`src/rtl/r4mac_pkg.sv`:
```
package r4mac_pkg;

  // Selection produced by one radix-4 digit: magnitude 1, magnitude 2, subtract.
  typedef struct packed {
    logic neg;
    logic one;
    logic two;
  } r4_sel_t;

  // Recode an overlapping 3-bit window {hi, mid, lo} into a signed digit
  // worth -2*hi + mid + lo.
  function automatic r4_sel_t r4_decode(input logic [2:0] win);
    r4_sel_t sel;
    sel.one = win[1] ^ win[0];
    sel.two = (win[2] & ~win[1] & ~win[0]) | (~win[2] & win[1] & win[0]);
    sel.neg = win[2] & ~(win[1] & win[0]);
    return sel;
  endfunction

endpackage

```
`src/rtl/r4mac_pp_gen.sv`:
```
module r4mac_pp_gen #(
  parameter int OPW   = 8,
  parameter int QW    = 16,
  parameter int SHIFT = 0
) (
  input  logic [2:0]     win,
  input  logic [OPW-1:0] mcand,
  input  logic           mcand_signed,
  output logic [QW-1:0]  row,
  output logic           neg
);
  import r4mac_pkg::*;

  r4_sel_t            sel;
  logic [QW-1:0]      mcand_ext;
  logic [QW-1:0]      magnitude;

  assign sel       = r4_decode(win);
  assign mcand_ext = {{(QW-OPW){mcand_signed & mcand[OPW-1]}}, mcand};

  always_comb begin
    if (sel.two)      magnitude = mcand_ext << 1;
    else if (sel.one) magnitude = mcand_ext;
    else              magnitude = '0;
  end

  // Subtraction is done as one's complement here; the +1 enters through
  // the separate correction row at bit position SHIFT.
  assign row = (sel.neg ? ~magnitude : magnitude) << SHIFT;
  assign neg = sel.neg;

  always_comb begin
    AST_ONE_MAGNITUDE: assert ($onehot0({sel.one, sel.two}));
    AST_NEG_HAS_MAGNITUDE: assert (!sel.neg || sel.one || sel.two);
  end

endmodule

```
`src/rtl/r4mac_csa_chain.sv`:
```
module r4mac_csa_chain #(
  parameter int W    = 16,
  parameter int ROWS = 7
) (
  input  logic [ROWS-1:0][W-1:0] rows,
  output logic [W-1:0]           sum_vec,
  output logic [W-1:0]           carry_vec
);
  localparam int STAGES = ROWS - 2;

  logic [STAGES:0][W-1:0] s_chain;
  logic [STAGES:0][W-1:0] c_chain;

  assign s_chain[0] = rows[0];
  assign c_chain[0] = rows[1];

  for (genvar k = 0; k < STAGES; k++) begin : g_stage
    logic [W-1:0] x, y, z;
    assign x = s_chain[k];
    assign y = c_chain[k];
    assign z = rows[k+2];
    assign s_chain[k+1] = x ^ y ^ z;
    assign c_chain[k+1] = ((x & y) | (x & z) | (y & z)) << 1;
  end

  assign sum_vec   = s_chain[STAGES];
  assign carry_vec = c_chain[STAGES];

  always_comb begin : chk_sum
    logic [W-1:0] plain;
    plain = '0;
    for (int r = 0; r < ROWS; r++) plain = plain + rows[r];
    AST_CSA_KEEPS_SUM: assert (sum_vec + carry_vec == plain);
  end

endmodule

```
`src/rtl/r4mac_tile.sv`:
```
module r4mac_tile #(
  parameter int OPW = 8,
  parameter int SW  = 8
) (
  input  logic                 clk,
  input  logic                 rst_n,
  input  logic                 in_valid,
  input  logic                 a_signed,
  input  logic                 b_signed,
  input  logic [OPW-1:0]       a,
  input  logic [OPW-1:0]       b,
  input  logic [SW-1:0]        s,
  output logic                 out_valid,
  output logic [2*OPW-1:0]     q
);
  localparam int QW    = 2 * OPW;
  localparam int NDIG  = OPW / 2 + 1;
  localparam int NROWS = NDIG + 2;
  localparam int AXW   = OPW + 3;

  // Multiplier operand with a zero below bit 0 and two extension bits on top.
  logic           a_top;
  logic [AXW-1:0] a_x;
  assign a_top = a_signed & a[OPW-1];
  assign a_x   = {a_top, a_top, a, 1'b0};

  logic [NROWS-1:0][QW-1:0] rows;
  logic [NDIG-1:0]          neg_bits;
  logic [QW-1:0]            corr_row;
  logic [QW-1:0]            s_ext;

  for (genvar d = 0; d < NDIG; d++) begin : g_digit
    r4mac_pp_gen #(
      .OPW   (OPW),
      .QW    (QW),
      .SHIFT (2 * d)
    ) u_pp (
      .win          (a_x[2*d+2 -: 3]),
      .mcand        (b),
      .mcand_signed (b_signed),
      .row          (rows[d]),
      .neg          (neg_bits[d])
    );
  end

  always_comb begin
    corr_row = '0;
    for (int d = 0; d < NDIG; d++) corr_row[2*d] = neg_bits[d];
  end

  assign s_ext           = {{(QW-SW){b_signed & s[SW-1]}}, s};
  assign rows[NDIG]      = s_ext;
  assign rows[NDIG+1]    = corr_row;

  logic [QW-1:0] sum_vec;
  logic [QW-1:0] carry_vec;
  logic [QW-1:0] q_next;

  r4mac_csa_chain #(
    .W    (QW),
    .ROWS (NROWS)
  ) u_reduce (
    .rows      (rows),
    .sum_vec   (sum_vec),
    .carry_vec (carry_vec)
  );

  assign q_next = sum_vec + carry_vec;

  always_ff @(posedge clk) begin
    if (!rst_n) begin
      out_valid <= 1'b0;
      q         <= '0;
    end else begin
      out_valid <= in_valid;
      if (in_valid) q <= q_next;
    end
  end

  AST_VALID_ONE_CYCLE: assert property (@(posedge clk) disable iff (!rst_n)
    in_valid |=> out_valid);
  AST_IDLE_NO_VALID: assert property (@(posedge clk) disable iff (!rst_n)
    !in_valid |=> !out_valid);
  AST_IDLE_HOLDS_Q: assert property (@(posedge clk) disable iff (!rst_n)
    !in_valid |=> $stable(q));
  AST_ZERO_A_GIVES_S: assert property (@(posedge clk) disable iff (!rst_n)
    (in_valid && a == '0) |=> q == $past(s_ext));
  AST_RESET_CLEARS: assert property (@(posedge clk)
    !rst_n |=> (!out_valid && q == '0));

endmodule

```
`config.mk`:
```
export PLATFORM = sky130hd
export DESIGN_NAME = r4mac_tile
export DESIGN_NICKNAME = d
export VERILOG_FILES = /design/src/rtl/r4mac_pkg.sv /design/src/rtl/r4mac_pp_gen.sv /design/src/rtl/r4mac_csa_chain.sv /design/src/rtl/r4mac_tile.sv
export SDC_FILE = /design/constraint.sdc
export NUM_CORES = 1
export LEC_CHECK = 0
export BUFFER_PORTS_ARGS = -buffer_cell sky130_fd_sc_hd__buf_2
export CAP_MARGIN = 20
export CORE_MARGIN = 2
export CORE_UTILIZATION = 58
export CTS_BUF_LIST = sky130_fd_sc_hd__clkbuf_4
export DETAILED_ROUTE_END_ITERATION = 7
export HOLD_SLACK_MARGIN = 0.15
export PLACE_DENSITY = 0.78
export SYNTH_ARGS = -nofsm -noshare
export SYNTH_HDL_FRONTEND = slang
export SYNTH_HIERARCHICAL = 1
export SYNTH_SLANG_ARGS = --single-unit
```
`constraint.sdc`:
```
create_clock -name clk -period 14.8 [get_ports clk]
set_input_delay 1.48 -clock clk [delete_from_list [all_inputs] [get_ports clk]]
set_output_delay 1.48 -clock clk [all_outputs]
set_load 0.005 [all_outputs]
```
### After elaboration in Yosys (flattened, before gate mapping)

Index checks and enable logic that the tools add are counted.

* input port bits: 29
* flip-flop bits (word level): 17

* add/subtract/negate cells: 1
* mux-type cells: 14
* bitwise operators: 83

Operators by type and width (number)
* $and A15 B15 Y15: 13
* $or A15 B15 Y15: 10
* $xor A16 B16 Y16: 9
* $mux W16: 3
* $mux W14: 3
* $mux W12: 3
* $and A15 B9 Y15: 2
* $mux W10: 3
* $and A1 B1 Y1: 24
* $add A16 B16 Y16: 1
* $mux W8: 2
* $not A16 Y16: 1
* $xor A16 B9 Y16: 1
* $not A14 Y14: 1
* $not A1 Y1: 12
* $not A12 Y12: 1
* $not A10 Y10: 1
* $not A8 Y8: 1
* $xor A1 B1 Y1: 4
* $or A1 B1 Y1: 3

### Depth between registers and ports, before layout

Gate-level depths: netlist (run 1).

* word-level depth: 23
* gate-level depth with buffers: 20
* depth with buffers taken out: 19

### Cells and area by module

The synthesis (run 1) kept the hierarchy.

Modules (own cells, without submodules)
* r4mac_csa_chain: area an instance 1605.3 um2, times used 1, cells an instance 94
* r4mac_pp_gen at g_digit[1].u_pp ...: area an instance 531.8 um2, times used 3, cells an instance 71
* r4mac_tile: area an instance 1312.5 um2, times used 1, cells an instance 143
* r4mac_pp_gen at g_digit[0].u_pp: area an instance 528.0 um2, times used 1, cells an instance 70
* r4mac_pp_gen at g_digit[4].u_pp: area an instance 521.8 um2, times used 1, cells an instance 70

### Worst setup path after synthesis (run 1)

No wires, ideal clock.

* path type: input port to flip-flop
* start point: input a[1]
* end point: register q[12]
* buffers on the path: 1
* arrival time: 6241 ps
* setup slack: 8434 ps
* cell stages on the path: 17
* path through: ha_1 clkbuf_1 nand2_1 or4_1 nand4_1 fa_1 fa_1 fa_1 fa_1 fa_1 ha_1 o21ai_0 nor2_4 o22ai_2 a32oi_1 xnor2_1 o21ai_1

RTL lines
* start, declared: RTL line r4mac_tile.sv:10 `input logic [OPW-1:0] a,`
* end signal, assigned: RTL line r4mac_tile.sv:76 `if (in_valid) q <= q_next;`
* end, declared: RTL line r4mac_tile.sv:14 `output logic [2*OPW-1:0] q`

==> impl_results.rst, run 1 <==
.. list-table::
   :header-rows: 1

   * - Metric
     - Value
   * - Outcome
     - finished, final reports clean
   * - Count of boundary I/O pins
     - 46
   * - Residual DRC count
     - 0
   * - Total global-route track usage
     - 0.2390
   * - Antenna viol nets, final
     - 0
   * - Maximum number of pins on one net before global-route repair
     - 25
   * - Worst path max stage delay
     - roughly 0.54 ns
   * - Top_reg_cell synth
     - sky130_fd_sc_hd__dfxtp_1
   * - Maximum fanout along the worst path
     - 21
   * - Max-slew violation count
     - 0
   * - Share of flip-flops with an asynchronous set or reset
     - 0
   * - Die Span X
     - 101.9 um
   * - Worst-Margin Slew
     - between 0.9 and 1 ns
   * - Global-route wire length before repair
     - ~20 mm
   * - H-tree levels
     - 1
   * - Final #Nets
     - between 700 and 800
   * - Synthesized area divided by synthesized cell count
     - 9.429 um2
   * - Flip-flop and latch count after synthesis
     - 17
   * - Number of I/O port buffers
     - 45
   * - Die outline height
     - a little over 100 um
   * - Final setup violation count
     - 0
   * - CTS resizes
     - 0
   * - Bufs on Longest Clock Path
     - 2
   * - CP dominant cell by count
     - sky130_fd_sc_hd__fa_1
   * - Final setup TNS
     - 0 ns
   * - Clock Skews
     - 0 ns
   * - Arrival time of the worst setup path
     - ~7.3 ns
   * - Required time of the critical path
     - 14.97 ns
   * - Total number of vias
     - approximately 4700
   * - Clock transition at the registers of the reported paths
     - about 0.09 ns
   * - Routed via count divided by cell count
     - 6.461
   * - Number of synthesized flops with an enable pin
     - 0
   * - CP max-delay cell
     - sky130_fd_sc_hd__or4_1
   * - Later-pin clock latency in the skew report
     - about 0.29 ns
   * - Fin area
     - 0.005589 mm2
   * - Number of buffers added by the clock tree synthesis step
     - 3
   * - HPWL after detailed placement
     - approximately 9.5 mm
   * - Root buffer cell
     - sky130_fd_sc_hd__clkbuf_4
   * - Final hold violation count
     - 0
   * - Clock sink count
     - 17
   * - Fillers
     - slightly above 800
   * - Number of max-cap violations
     - 0
   * - TritonCTS clock tree
     - yes
   * - Crit Path Category
     - in2reg
   * - Antenna violations before repair
     - 1
   * - Setup Buffers After CTS
     - 0
   * - Proportion of layout cells with a drive suffix above 1
     - 0.1580
   * - Final period util
     - 0.4783
   * - Die Outline Area
     - around 0.010 mm2
   * - Core area
     - approximately 0.0093 mm2
   * - Hold crit path type
     - reg2reg
   * - Endpoint kind of the worst setup timing path
     - flip-flop
   * - Cell chain of the critical path
     - buf_2 -> ha_1 -> nand2b_1 -> inv_4 -> or4_1 -> nand4_1 -> fa_1 -> fa_1 -> fa_1 -> fa_1 -> fa_1 -> ha_1 -> a2111o_1 -> o22ai_2 -> o21ai_0 -> nand4b_1 -> o211ai_1
   * - Distinct cell type count of the synthesized netlist
     - 61
   * - Avg WL per Cell
     - about 17 um
   * - Netlist Area Pre-Place
     - 0.005563 mm2
   * - Number of global-route vias before repair
     - 4273
   * - Yosys warns
     - 6
   * - 1st-pass router iterations
     - 6
   * - Number of rows created at floorplan
     - 35
   * - Final worst path period need
     - 7.079 ns
   * - Routability congestion estimate from global placement
     - approximately 0.95
   * - DRT Wirelength
     - approximately 12 mm
   * - Area growth syn-to-layout
     - 0.4723%
   * - Initial DRC count
     - 365
   * - Slew HR
     - 0.3556
   * - Total of hold buffers inserted after clock tree synthesis
     - 0
   * - Highest attainable clock frequency
     - approximately 140 MHz
   * - Number of cells produced by synthesis
     - 590
   * - Critical Path Start Type
     - input pin
   * - Portion of the post-synthesis area used by sequential elements
     - 0.06118
   * - Unrepaired setup endpoints after global routing
     - false
   * - Placed cell area
     - approximately 0.0055 mm2
   * - Initial Util
     - 0.5992
   * - Aggregate global routing overflow
     - 0
layer usage:
layer	track usage	up-vias	wire length [um]
met3	0.01436	23	854
met2	0.3947	210	5829
met1	0.3544	2274	5393
met4	0.04000	0	173
li1	-	2177	-
met5	0	-	0
critical path: cells and delay by family:
| family | cells | cell delay (ns) |
|---|---|---|
| AO/OA/AOI/OAI | 4 | 0.98 |
| adder cells (fa/ha/maj) | 7 | 3.16 |
| buffers and inverters | 2 | 0.40 |
| AND/OR/NAND/NOR | 4 | 1.20 |
through the flow:
stage	worst slack (ns)	hold WS [ns]	utilization	cells
floorplan	8.434	0.4419	-	620
global placement	7.591	0.4354	0.5977	719
detailed placement	7.485	0.4379	0.5977	719
CTS	7.784	0.4501	0.6009	723
global route	7.394	0.4667	0.6018	724
finish	7.721	0.4434	0.6020	725
cell usage after synthesis (6+ instances only):
cell type	number	area, um2
sky130_fd_sc_hd__fa_1	72	1441
sky130_fd_sc_hd__nand2_1	53	198.9
sky130_fd_sc_hd__nand4b_1	43	376.6
sky130_fd_sc_hd__nand4_1	38	237.7
sky130_fd_sc_hd__buf_4	37	277.8
sky130_fd_sc_hd__o211ai_1	36	270.3
sky130_fd_sc_hd__or4_1	28	210.2
sky130_fd_sc_hd__or4b_1	28	280.3
sky130_fd_sc_hd__xnor2_1	28	245.2
sky130_fd_sc_hd__ha_1	24	300.3
sky130_fd_sc_hd__clkbuf_1	18	67.56
sky130_fd_sc_hd__dfxtp_1	17	340.3
sky130_fd_sc_hd__buf_2	11	55.05
sky130_fd_sc_hd__inv_1	11	41.29
sky130_fd_sc_hd__buf_6	10	112.6
sky130_fd_sc_hd__o21ai_0	9	45.04
sky130_fd_sc_hd__a21oi_1	7	35.03
sky130_fd_sc_hd__xor2_1	7	61.31
sky130_fd_sc_hd__and2_1	6	37.54
sky130_fd_sc_hd__conb_1	6	22.52
cells by family (layout without fill, tap and decap cells):
| kind of cell | after synthesis | in the layout | share of synthesized area |
|---|---|---|---|
| simple gates | 243 | 243 | 0.3048 |
| fa+ha+maj | 96 | 96 | 0.3131 |
| other cells | 6 | 37 | 0.004048 |
| buf+inv | 92 | 67 | 0.1068 |
| mux | 3 | 3 | 0.005398 |
| flops | 17 | 17 | 0.06118 |
| xor+xnor | 36 | 36 | 0.05916 |
| compound gates | 97 | 97 | 0.1455 |
final cells by class:
cell class	count	area, um2	area share
Sequential cell	17	340.3	0.06089
Antenna cell	1	2.502	0.0004477
Multi-Input combinational cell	511	4741	0.8482
Inverter	15	66.31	0.01186
Tap cell	129	161.4	0.02888
Clock buffer	4	30.03	0.005373
Timing Repair Buffer	48	247.7	0.04433
flip-flops by register name (all words and copies together), names as in the netlist:
signal and count:
out_valid 1, q 16
path summary, 6_finish.rpt:
path / start / end / slack [ns] / depth (start not counted)
hold / removal: q[13] / q[13] / 0.44 / 2
hold reg to reg: q[13] / q[13] / 0.44 / 2
setup reg to reg: q[4] / q[4] / 14.08 / 2
setup / recovery: a[3] / q[10] / 7.72 / 17
cell usage in the layout (no fill, tap or decap), types with 2 or more instances in the layout:
| cell type | Yosys | layout |
|---|---|---|
| sky130_fd_sc_hd__o21ai_0 | 9 | 9 |
| sky130_fd_sc_hd__inv_4 | 4 | 4 |
| sky130_fd_sc_hd__a21oi_1 | 7 | 7 |
| sky130_fd_sc_hd__or4_1 | 28 | 28 |
| sky130_fd_sc_hd__inv_1 | 11 | 11 |
| sky130_fd_sc_hd__xor2_1 | 7 | 7 |
| sky130_fd_sc_hd__o21a_1 | 3 | 3 |
| sky130_fd_sc_hd__conb_1 | 6 | 36 |
| sky130_fd_sc_hd__xnor2_1 | 28 | 28 |
| sky130_fd_sc_hd__mux2i_1 | 3 | 3 |
| sky130_fd_sc_hd__clkbuf_4 | 0 | 4 |
| sky130_fd_sc_hd__nand4_1 | 38 | 38 |
| sky130_fd_sc_hd__a211oi_1 | 2 | 2 |
| sky130_fd_sc_hd__o31ai_2 | 5 | 5 |
| sky130_fd_sc_hd__buf_4 | 37 | 3 |
| sky130_fd_sc_hd__a211o_1 | 2 | 2 |
| sky130_fd_sc_hd__a211o_2 | 5 | 5 |
| sky130_fd_sc_hd__buf_2 | 11 | 45 |
| sky130_fd_sc_hd__o311ai_2 | 5 | 5 |
| sky130_fd_sc_hd__nand3_1 | 2 | 2 |
| sky130_fd_sc_hd__nand2b_1 | 5 | 5 |
| sky130_fd_sc_hd__a21o_1 | 4 | 4 |
| sky130_fd_sc_hd__nand4b_1 | 43 | 43 |
| sky130_fd_sc_hd__nor2_1 | 5 | 5 |
| sky130_fd_sc_hd__nand3b_1 | 5 | 5 |
| sky130_fd_sc_hd__and2_4 | 2 | 2 |
| sky130_fd_sc_hd__or4b_1 | 28 | 28 |
| sky130_fd_sc_hd__o211a_1 | 2 | 2 |
| sky130_fd_sc_hd__o21ai_1 | 5 | 5 |
| sky130_fd_sc_hd__and2_1 | 6 | 6 |
| sky130_fd_sc_hd__or2_4 | 4 | 4 |
| sky130_fd_sc_hd__nor3b_2 | 5 | 5 |
| sky130_fd_sc_hd__o211ai_1 | 36 | 36 |
| sky130_fd_sc_hd__ha_1 | 24 | 24 |
| sky130_fd_sc_hd__and3b_1 | 4 | 4 |
| sky130_fd_sc_hd__fa_1 | 72 | 72 |
| sky130_fd_sc_hd__nand2_1 | 53 | 53 |
| sky130_fd_sc_hd__nor2b_1 | 5 | 5 |
| sky130_fd_sc_hd__nor3_1 | 4 | 4 |
| sky130_fd_sc_hd__dfxtp_1 | 17 | 17 |
Power of run 1 is left out: the tool's default activity adds up to more than one toggle a clock period on the data nets, which glitch-free logic cannot reach.
==> inputs of run 2 (changes only) <==
--- a/config.mk
+++ b/config.mk
@@ -12,7 +12,7 @@
 export CTS_BUF_LIST = sky130_fd_sc_hd__clkbuf_4
 export DETAILED_ROUTE_END_ITERATION = 7
 export HOLD_SLACK_MARGIN = 0.15
-export PLACE_DENSITY = 0.78
+export PLACE_DENSITY = 0.81
 export SYNTH_ARGS = -nofsm -noshare
 export SYNTH_HDL_FRONTEND = slang
 export SYNTH_HIERARCHICAL = 1
==> constraint.sdc (replaced) <==
create_clock -name clk -period 6.1 [get_ports clk]
set_input_delay 0.61 -clock clk [delete_from_list [all_inputs] [get_ports clk]]
set_output_delay 0.61 -clock clk [all_outputs]
set_load 0.005 [all_outputs]
==> impl_results.rst, run 2 (synthesis gave the netlist of run 1 again) <==
.. list-table::
   :header-rows: 1

   * - Metric
     - Value
   * - Final worst path period need
     - 5.650 ns
   * - Number of rows created at floorplan
     - 35 (unchanged)
   * - Leading registers by flop count
     - q: 16 flops, out_valid: 1 flops (unchanged)
   * - Bufs on Longest Clock Path
     - 2 (unchanged)
   * - DRT Wirelength
     - 12.71 mm (was 12.25 mm)
   * - Residual DRC count
     - 0 (unchanged)
   * - Post-Route Hold Slack
     - 0.4508 ns (was 0.4434 ns)
   * - CP Depth
     - 17 (unchanged)
   * - Highest attainable clock frequency
     - around 180 MHz
   * - Fin area
     - 0.005692 mm2 (was 0.005589 mm2)
   * - CP dominant cell by count
     - sky130_fd_sc_hd__fa_1 (unchanged)
   * - Max-slew violation count
     - 0 (unchanged)
   * - Setup Buffers After CTS
     - 0 (unchanged)
   * - Min-Delay Path Depth
     - 2 (unchanged)
   * - Clock transition at the registers of the reported paths
     - 0.09 ns (about the same)
   * - Endpoint kind of the worst setup timing path
     - flip-flop (unchanged)
   * - Cell chain of the critical path
     - buf_2 -> nor3b_2 -> o311ai_2 -> xnor2_1 -> buf_4 -> fa_1 -> fa_1 -> fa_1 -> fa_1 -> fa_1 -> ha_1 -> a21oi_2 -> nor2_1 -> a2111oi_2 -> o31ai_2 -> xnor2_1 -> o21ai_1 (was buf_2 -> ha_1 -> nand2b_1 -> inv_4 -> or4_1 -> nand4_1 -> fa_1 -> fa_1 -> fa_1 -> fa_1 -> fa_1 -> ha_1 -> a2111o_1 -> o22ai_2 -> o21ai_0 -> nand4b_1 -> o211ai_1)
   * - Initial Util
     - 0.5992 (unchanged)
   * - Routability congestion estimate from global placement
     - 0.8841 (was 0.9462)
   * - HPWL after detailed placement
     - 9.892 mm (was 9.527 mm)
   * - Number of flip-flops in the largest register
     - 16 (unchanged)
   * - TritonCTS clock tree
     - yes (unchanged)
   * - Crit Path Category
     - in2reg (unchanged)
   * - Avg WL per Cell
     - 17.22 um (was 16.90 um)
   * - Number of max-cap violations
     - 0 (unchanged)
   * - Aggregate global routing overflow
     - 0 (unchanged)
   * - Diodes inserted
     - 0 (was 1)
   * - CTS resizes
     - 0 (unchanged)
   * - Clock Skews
     - 0 ns (unchanged)
   * - Initial DRC count
     - 309 (was 365)
   * - Die Span X
     - 101.9 um (unchanged)
   * - H-tree levels
     - 1 (unchanged)
   * - Number of buffers added by the clock tree synthesis step
     - 3 (unchanged)
   * - Worst path max stage delay
     - 0.68 ns (was 0.54 ns)
   * - Cell count of the worst reg-to-reg path
     - 2 (unchanged)
   * - Required time of the critical path
     - 6.26 ns (was 14.97 ns)
   * - Final period util
     - 0.9263
   * - Register containing the most flip-flops in the final layout
     - q (unchanged)
   * - Outcome
     - finished, final reports clean (unchanged)
   * - Unrepaired setup endpoints after global routing
     - false (unchanged)
   * - Maximum number of pins on one net before global-route repair
     - 25 (unchanged)
   * - Core area
     - 0.009284 mm2 (unchanged)
   * - Die Outline Area
     - 0.01039 mm2 (unchanged)
   * - Number of global-route vias before repair
     - 4453 (was 4273)
   * - Root buffer cell
     - sky130_fd_sc_hd__clkbuf_4 (unchanged)
   * - Total of hold buffers inserted after clock tree synthesis
     - 0 (unchanged)
   * - Slew HR
     - 0.4676 (was 0.3556)
   * - Critical Path Start Type
     - input pin (unchanged)
   * - Proportion of layout cells with a drive suffix above 1
     - 0.1773 (was 0.1580)
   * - Total global-route track usage
     - 0.2457 (was 0.2390)
   * - CP max-delay cell
     - sky130_fd_sc_hd__nor3b_2 (was sky130_fd_sc_hd__or4_1)
   * - Hold crit path type
     - reg2reg (unchanged)
   * - Arrival time of the worst setup path
     - 5.81 ns (was 7.25 ns)
   * - Crit-path leading delay family
     - adder cells (unchanged)
   * - Die outline height
     - 101.9 um (unchanged)
   * - 1st-pass router iterations
     - 5 (was 6)
   * - Clock sink count
     - 17 (unchanged)
   * - Antenna viol nets, final
     - 0 (unchanged)
   * - Final hold violation count
     - 0 (unchanged)
   * - Global-route wire length before repair
     - 20.94 mm (was 20.42 mm)
   * - Area growth syn-to-layout
     - 2.317% (was 0.4723%)
   * - Final setup TNS
     - 0 ns (unchanged)
   * - Commonest cells after routing, fill and taps aside
     - sky130_fd_sc_hd__fa_1, sky130_fd_sc_hd__nand2_1, sky130_fd_sc_hd__buf_2 (unchanged)
   * - Number of I/O port buffers
     - 45 (unchanged)
   * - Routed via count divided by cell count
     - 6.396 (was 6.461)
   * - Worst-Margin Slew
     - 0.7951 ns (was 0.9624 ns)
   * - Final #Nets
     - 735 (was 721)
   * - Most common cell after layout, fill and taps aside
     - sky130_fd_sc_hd__fa_1 (unchanged)
   * - Maximum fanout along the worst path
     - 14 (was 21)
   * - Count of boundary I/O pins
     - 46 (unchanged)
   * - Count of buffering cells on the critical path with inverters included
     - 2 (unchanged)
   * - Antenna violations before repair
     - 0 (was 1)
   * - Later-pin clock latency in the skew report
     - 0.27 ns (was 0.29 ns)
   * - Final setup violation count
     - 0 (unchanged)
   * - Placed cell area
     - 0.005662 mm2 (was 0.005549 mm2)
   * - Fillers
     - 831 (was 826)
   * - Total number of vias
     - 4720 (was 4684)
## run 2: cell types whose count changed in the layout (fill, tap and decap cells not counted), sizes merged
cell   change
diode      -1
buf       +14
## run 2: layer usage
layer / GRT usage / vias up / part of all wire
met2: 0.4038 / 191 / 0.48
met5: 0 / - / 0
met1: 0.3507 / 2292 / 0.44
li1: - / 2206 / -
met3: 0.01642 / 31 / 0.053
met4: 0.07487 / 0 / 0.027
## run 2: final timing paths
check / start / slack, ns / to
setup / recovery: a[1] / 0.45 / q[14]
hold / removal: q[13] / 0.45 / q[13]
setup reg to reg: q[4] / 5.39 / q[4]
hold reg to reg: q[13] / 0.45 / q[13]
## run 2: final cells by class
| class | instances | area, um2 | area share |
|---|---|---|---|
| multi-input combinational | 511 | 4741 | 0.8329 |
| timing repair buffer | 62 | 352.8 | 0.06199 |
| sequential | 17 | 340.3 | 0.05979 |
| tap | 129 | 161.4 | 0.02836 |
| inverter | 15 | 66.31 | 0.01165 |
| clock buffer | 4 | 30.03 | 0.005276 |
## run 2: worst register-to-register path, cell delays in order, from the launching register on
cell                      delay, ns
sky130_fd_sc_hd__dfxtp_1       0.31
sky130_fd_sc_hd__nor2b_1       0.12
sky130_fd_sc_hd__o21a_1        0.18
## run 2: through the flow
step | std cells | utilization | setup slack [ns]
finish | 738 | 0.6131 | 0.4498
floorplan | 620 | - | 0.6044
CTS | 738 | 0.6131 | 0.4909
detailed placement | 734 | 0.6098 | 0.1933
global route | 738 | 0.6131 | 0.1485
global placement | 734 | 0.6098 | 0.2242
Power of run 2 is left out for the same reason.
==> inputs of run 3 (changes only) <==
--- a/config.mk
+++ b/config.mk
@@ -13,6 +13,7 @@
 export DETAILED_ROUTE_END_ITERATION = 7
 export HOLD_SLACK_MARGIN = 0.15
 export PLACE_DENSITY = 0.81
+export RECOVER_POWER = 100
 export SYNTH_ARGS = -nofsm -noshare
 export SYNTH_HDL_FRONTEND = slang
 export SYNTH_HIERARCHICAL = 1
==> constraint.sdc (replaced) <==
create_clock -name clk -period 6.1 [get_ports clk]
set_input_delay 0.61 -clock clk [delete_from_list [all_inputs] [get_ports clk]]
set_output_delay 0.61 -clock clk [all_outputs]
set_load 0.05 [all_outputs]
==> impl_results.rst, run 3 (synthesis gave the netlist of run 1 again) <==
.. list-table::
   :header-rows: 1

   * - Metric
     - Value
   * - Most common cell after layout, fill and taps aside
     - sky130_fd_sc_hd__fa_1 (unchanged)
   * - Number of flip-flops in the largest register
     - 16 (unchanged)
   * - Routed via count divided by cell count
     - 6.453 (was 6.396)
   * - Antenna viol nets, final
     - 0 (unchanged)
   * - Clock Skews
     - 0 ns (unchanged)
   * - DRT Wirelength
     - 12.74 mm (was 12.71 mm)
   * - Bufs on Longest Clock Path
     - 2 (unchanged)
   * - Commonest cells after routing, fill and taps aside
     - sky130_fd_sc_hd__fa_1, sky130_fd_sc_hd__nand2_1, sky130_fd_sc_hd__nand4b_1 (was sky130_fd_sc_hd__fa_1, sky130_fd_sc_hd__nand2_1, sky130_fd_sc_hd__buf_2)
   * - Highest attainable clock frequency
     - 176.3 MHz (was 177.0 MHz)
   * - Endpoint kind of the worst setup timing path
     - flip-flop (unchanged)
   * - Critical R2R Launch
     - q[4] (unchanged)
   * - Worst path max stage delay
     - 0.68 ns (about the same)
   * - Total of hold buffers inserted after clock tree synthesis
     - 0 (unchanged)
   * - Arrival time of the worst setup path
     - 5.83 ns (was 5.81 ns)
   * - Initial Util
     - 0.5992 (unchanged)
   * - Die Span X
     - 101.9 um (unchanged)
   * - Leading registers by flop count
     - q: 16 flops, out_valid: 1 flops (unchanged)
   * - Worst-Margin Slew
     - 0.8001 ns (was 0.7951 ns)
   * - Routability congestion estimate from global placement
     - 0.8841 (unchanged)
   * - Critical Path Start Type
     - input pin (unchanged)
   * - HPWL after detailed placement
     - 9.892 mm (unchanged)
   * - Antenna violations before repair
     - 0 (unchanged)
   * - Startpoint of the most critical setup path
     - a[1] (unchanged)
   * - Fillers
     - 845 (was 831)
   * - Count of buffering cells on the critical path with inverters included
     - 1 (was 2)
   * - Final worst path period need
     - 5.671 ns (was 5.650 ns)
   * - Number of I/O port buffers
     - 45 (unchanged)
   * - Required time of the critical path
     - 6.26 ns (about the same)
   * - Global-route wire length before repair
     - 20.94 mm (unchanged)
   * - Final hold violation count
     - 0 (unchanged)
   * - Die outline height
     - 101.9 um (unchanged)
   * - H-tree levels
     - 1 (unchanged)
   * - CTS resizes
     - 0 (unchanged)
   * - CP dominant cell by count
     - sky130_fd_sc_hd__fa_1 (unchanged)
   * - Final #Nets
     - 735 (unchanged)
   * - Final setup TNS
     - 0 ns (unchanged)
   * - Final period util
     - 0.9297 (was 0.9263)
   * - Diodes inserted
     - 0 (unchanged)
   * - Maximum fanout along the worst path
     - 14 (unchanged)
   * - FF/Latch Area
     - 340.3 um2 (unchanged)
   * - Total global-route track usage
     - 0.2457 (unchanged)
   * - Die Outline Area
     - 0.01039 mm2 (unchanged)
   * - Total number of vias
     - 4762 (was 4720)
   * - Number of global-route vias before repair
     - 4453 (unchanged)
   * - Number of buffers added by the clock tree synthesis step
     - 3 (unchanged)
   * - Residual DRC count
     - 0 (unchanged)
   * - Clock transition at the registers of the reported paths
     - 0.09 ns (about the same)
   * - Multi-input gate area in the final layout
     - 0.004723 mm2 (was 0.004741 mm2)
   * - Count of boundary I/O pins
     - 46 (unchanged)
   * - Cell count of the worst reg-to-reg path
     - 2 (unchanged)
   * - Area growth syn-to-layout
     - 1.597% (was 2.317%)
   * - Hold crit path type
     - reg2reg (unchanged)
   * - Register-to-Register Setup Slack
     - 5.37 ns (was 5.39 ns)
   * - Aggregate global routing overflow
     - 0 (unchanged)
   * - Crit-path leading delay family
     - adder cells (unchanged)
   * - Outcome
     - finished, final reports clean (unchanged)
   * - Clock sink count
     - 17 (unchanged)
   * - Maximum number of pins on one net before global-route repair
     - 25 (unchanged)
   * - Slew HR
     - 0.4642 (was 0.4676)
   * - Root buffer cell
     - sky130_fd_sc_hd__clkbuf_4 (unchanged)
   * - Min-Delay Path Depth
     - 2 (unchanged)
   * - Cell chain of the critical path
     - buf_2 -> nor3b_2 -> or4_1 -> nand4_1 -> fa_1 -> fa_1 -> fa_1 -> fa_1 -> fa_1 -> ha_1 -> o21ai_0 -> o21bai_1 -> a211oi_4 -> o21ai_1 -> xnor2_1 -> o21ai_0 (was buf_2 -> nor3b_2 -> o311ai_2 -> xnor2_1 -> buf_4 -> fa_1 -> fa_1 -> fa_1 -> fa_1 -> fa_1 -> ha_1 -> a21oi_2 -> nor2_1 -> a2111oi_2 -> o31ai_2 -> xnor2_1 -> o21ai_1)
   * - Initial DRC count
     - 384 (was 309)
   * - Proportion of layout cells with a drive suffix above 1
     - 0.1412 (was 0.1773)
   * - Startpoint of the lowest-slack hold path
     - q[13] (unchanged)
   * - TritonCTS clock tree
     - yes (unchanged)
   * - Setup Buffers After CTS
     - 0 (unchanged)
   * - Number of max-cap violations
     - 0 (unchanged)
   * - CP max-delay cell
     - sky130_fd_sc_hd__nor3b_2 (unchanged)
   * - Number of rows created at floorplan
     - 35 (unchanged)
   * - Unrepaired setup endpoints after global routing
     - false (unchanged)
   * - Post-layout utilization of the core
     - 0.6088 (was 0.6131)
   * - Avg WL per Cell
     - 17.27 um (was 17.22 um)
   * - Crit Path Category
     - in2reg (unchanged)
   * - Register containing the most flip-flops in the final layout
     - q (unchanged)
   * - Later-pin clock latency in the skew report
     - 0.27 ns (about the same)
   * - 1st-pass router iterations
     - 5 (unchanged)
   * - Core area
     - 0.009284 mm2 (unchanged)
   * - Max-slew violation count
     - 0 (unchanged)
   * - Final setup violation count
     - 0 (unchanged)
   * - CP Depth
     - 16 (was 17)
==> run 3: cell types whose count changed in the layout (fill, tap and decap cells not counted), moves of 2 or more <==
cell | before | now
sky130_fd_sc_hd__buf_2 | 45 | 27
sky130_fd_sc_hd__clkbuf_1 | 0 | 18
sky130_fd_sc_hd__o21ai_0 | 9 | 12
sky130_fd_sc_hd__o21ai_1 | 5 | 3
==> run 3: worst register-to-register path, delay by kind of cell (launching register included) <==
family,cells,cell delay [ns]
flops,1,0.31
compound gates,1,0.20
simple gates,1,0.12
==> run 3: stage by stage <==
stage / hold WS, ns / instance area (um2) / instances / setup WS, ns
after detailed placement: 0.4436 / 5662 / 734 / 0.1933
final: 0.4670 / 5652 / 738 / 0.4288
after CTS: 0.4561 / 5692 / 738 / 0.4909
after floorplan: 0.6591 / 5675 / 620 / 0.6044
after global placement: 0.4342 / 5662 / 734 / 0.2242
after global routing: 0.4945 / 5652 / 738 / 0.1100
==> run 3: layer usage <==
metal,part of all wire,wire (um),global-route usage,up-vias
li1,-,-,-,2211
met1,0.43,5506,0.3507,2331
met2,0.48,6130,0.4038,191
met3,0.059,753,0.01642,29
met4,0.028,354,0.07487,0
met5,0,0,0,-
==> run 3: path summary, 6_finish.rpt <==
path | to
max | q[13]
min | q[13]
max reg2reg | q[4]
min reg2reg | q[13]
==> run 3: final cells by class <==
cell class / count / share of cell area
clock buffers: 4 / 0.005313
well taps: 129 / 0.02856
repair buffers: 62 / 0.05845
inverters: 15 / 0.01173
flip-flops and latches: 17 / 0.06022
multi-input cells: 511 / 0.8357
Power of run 3 is left out for the same reason.
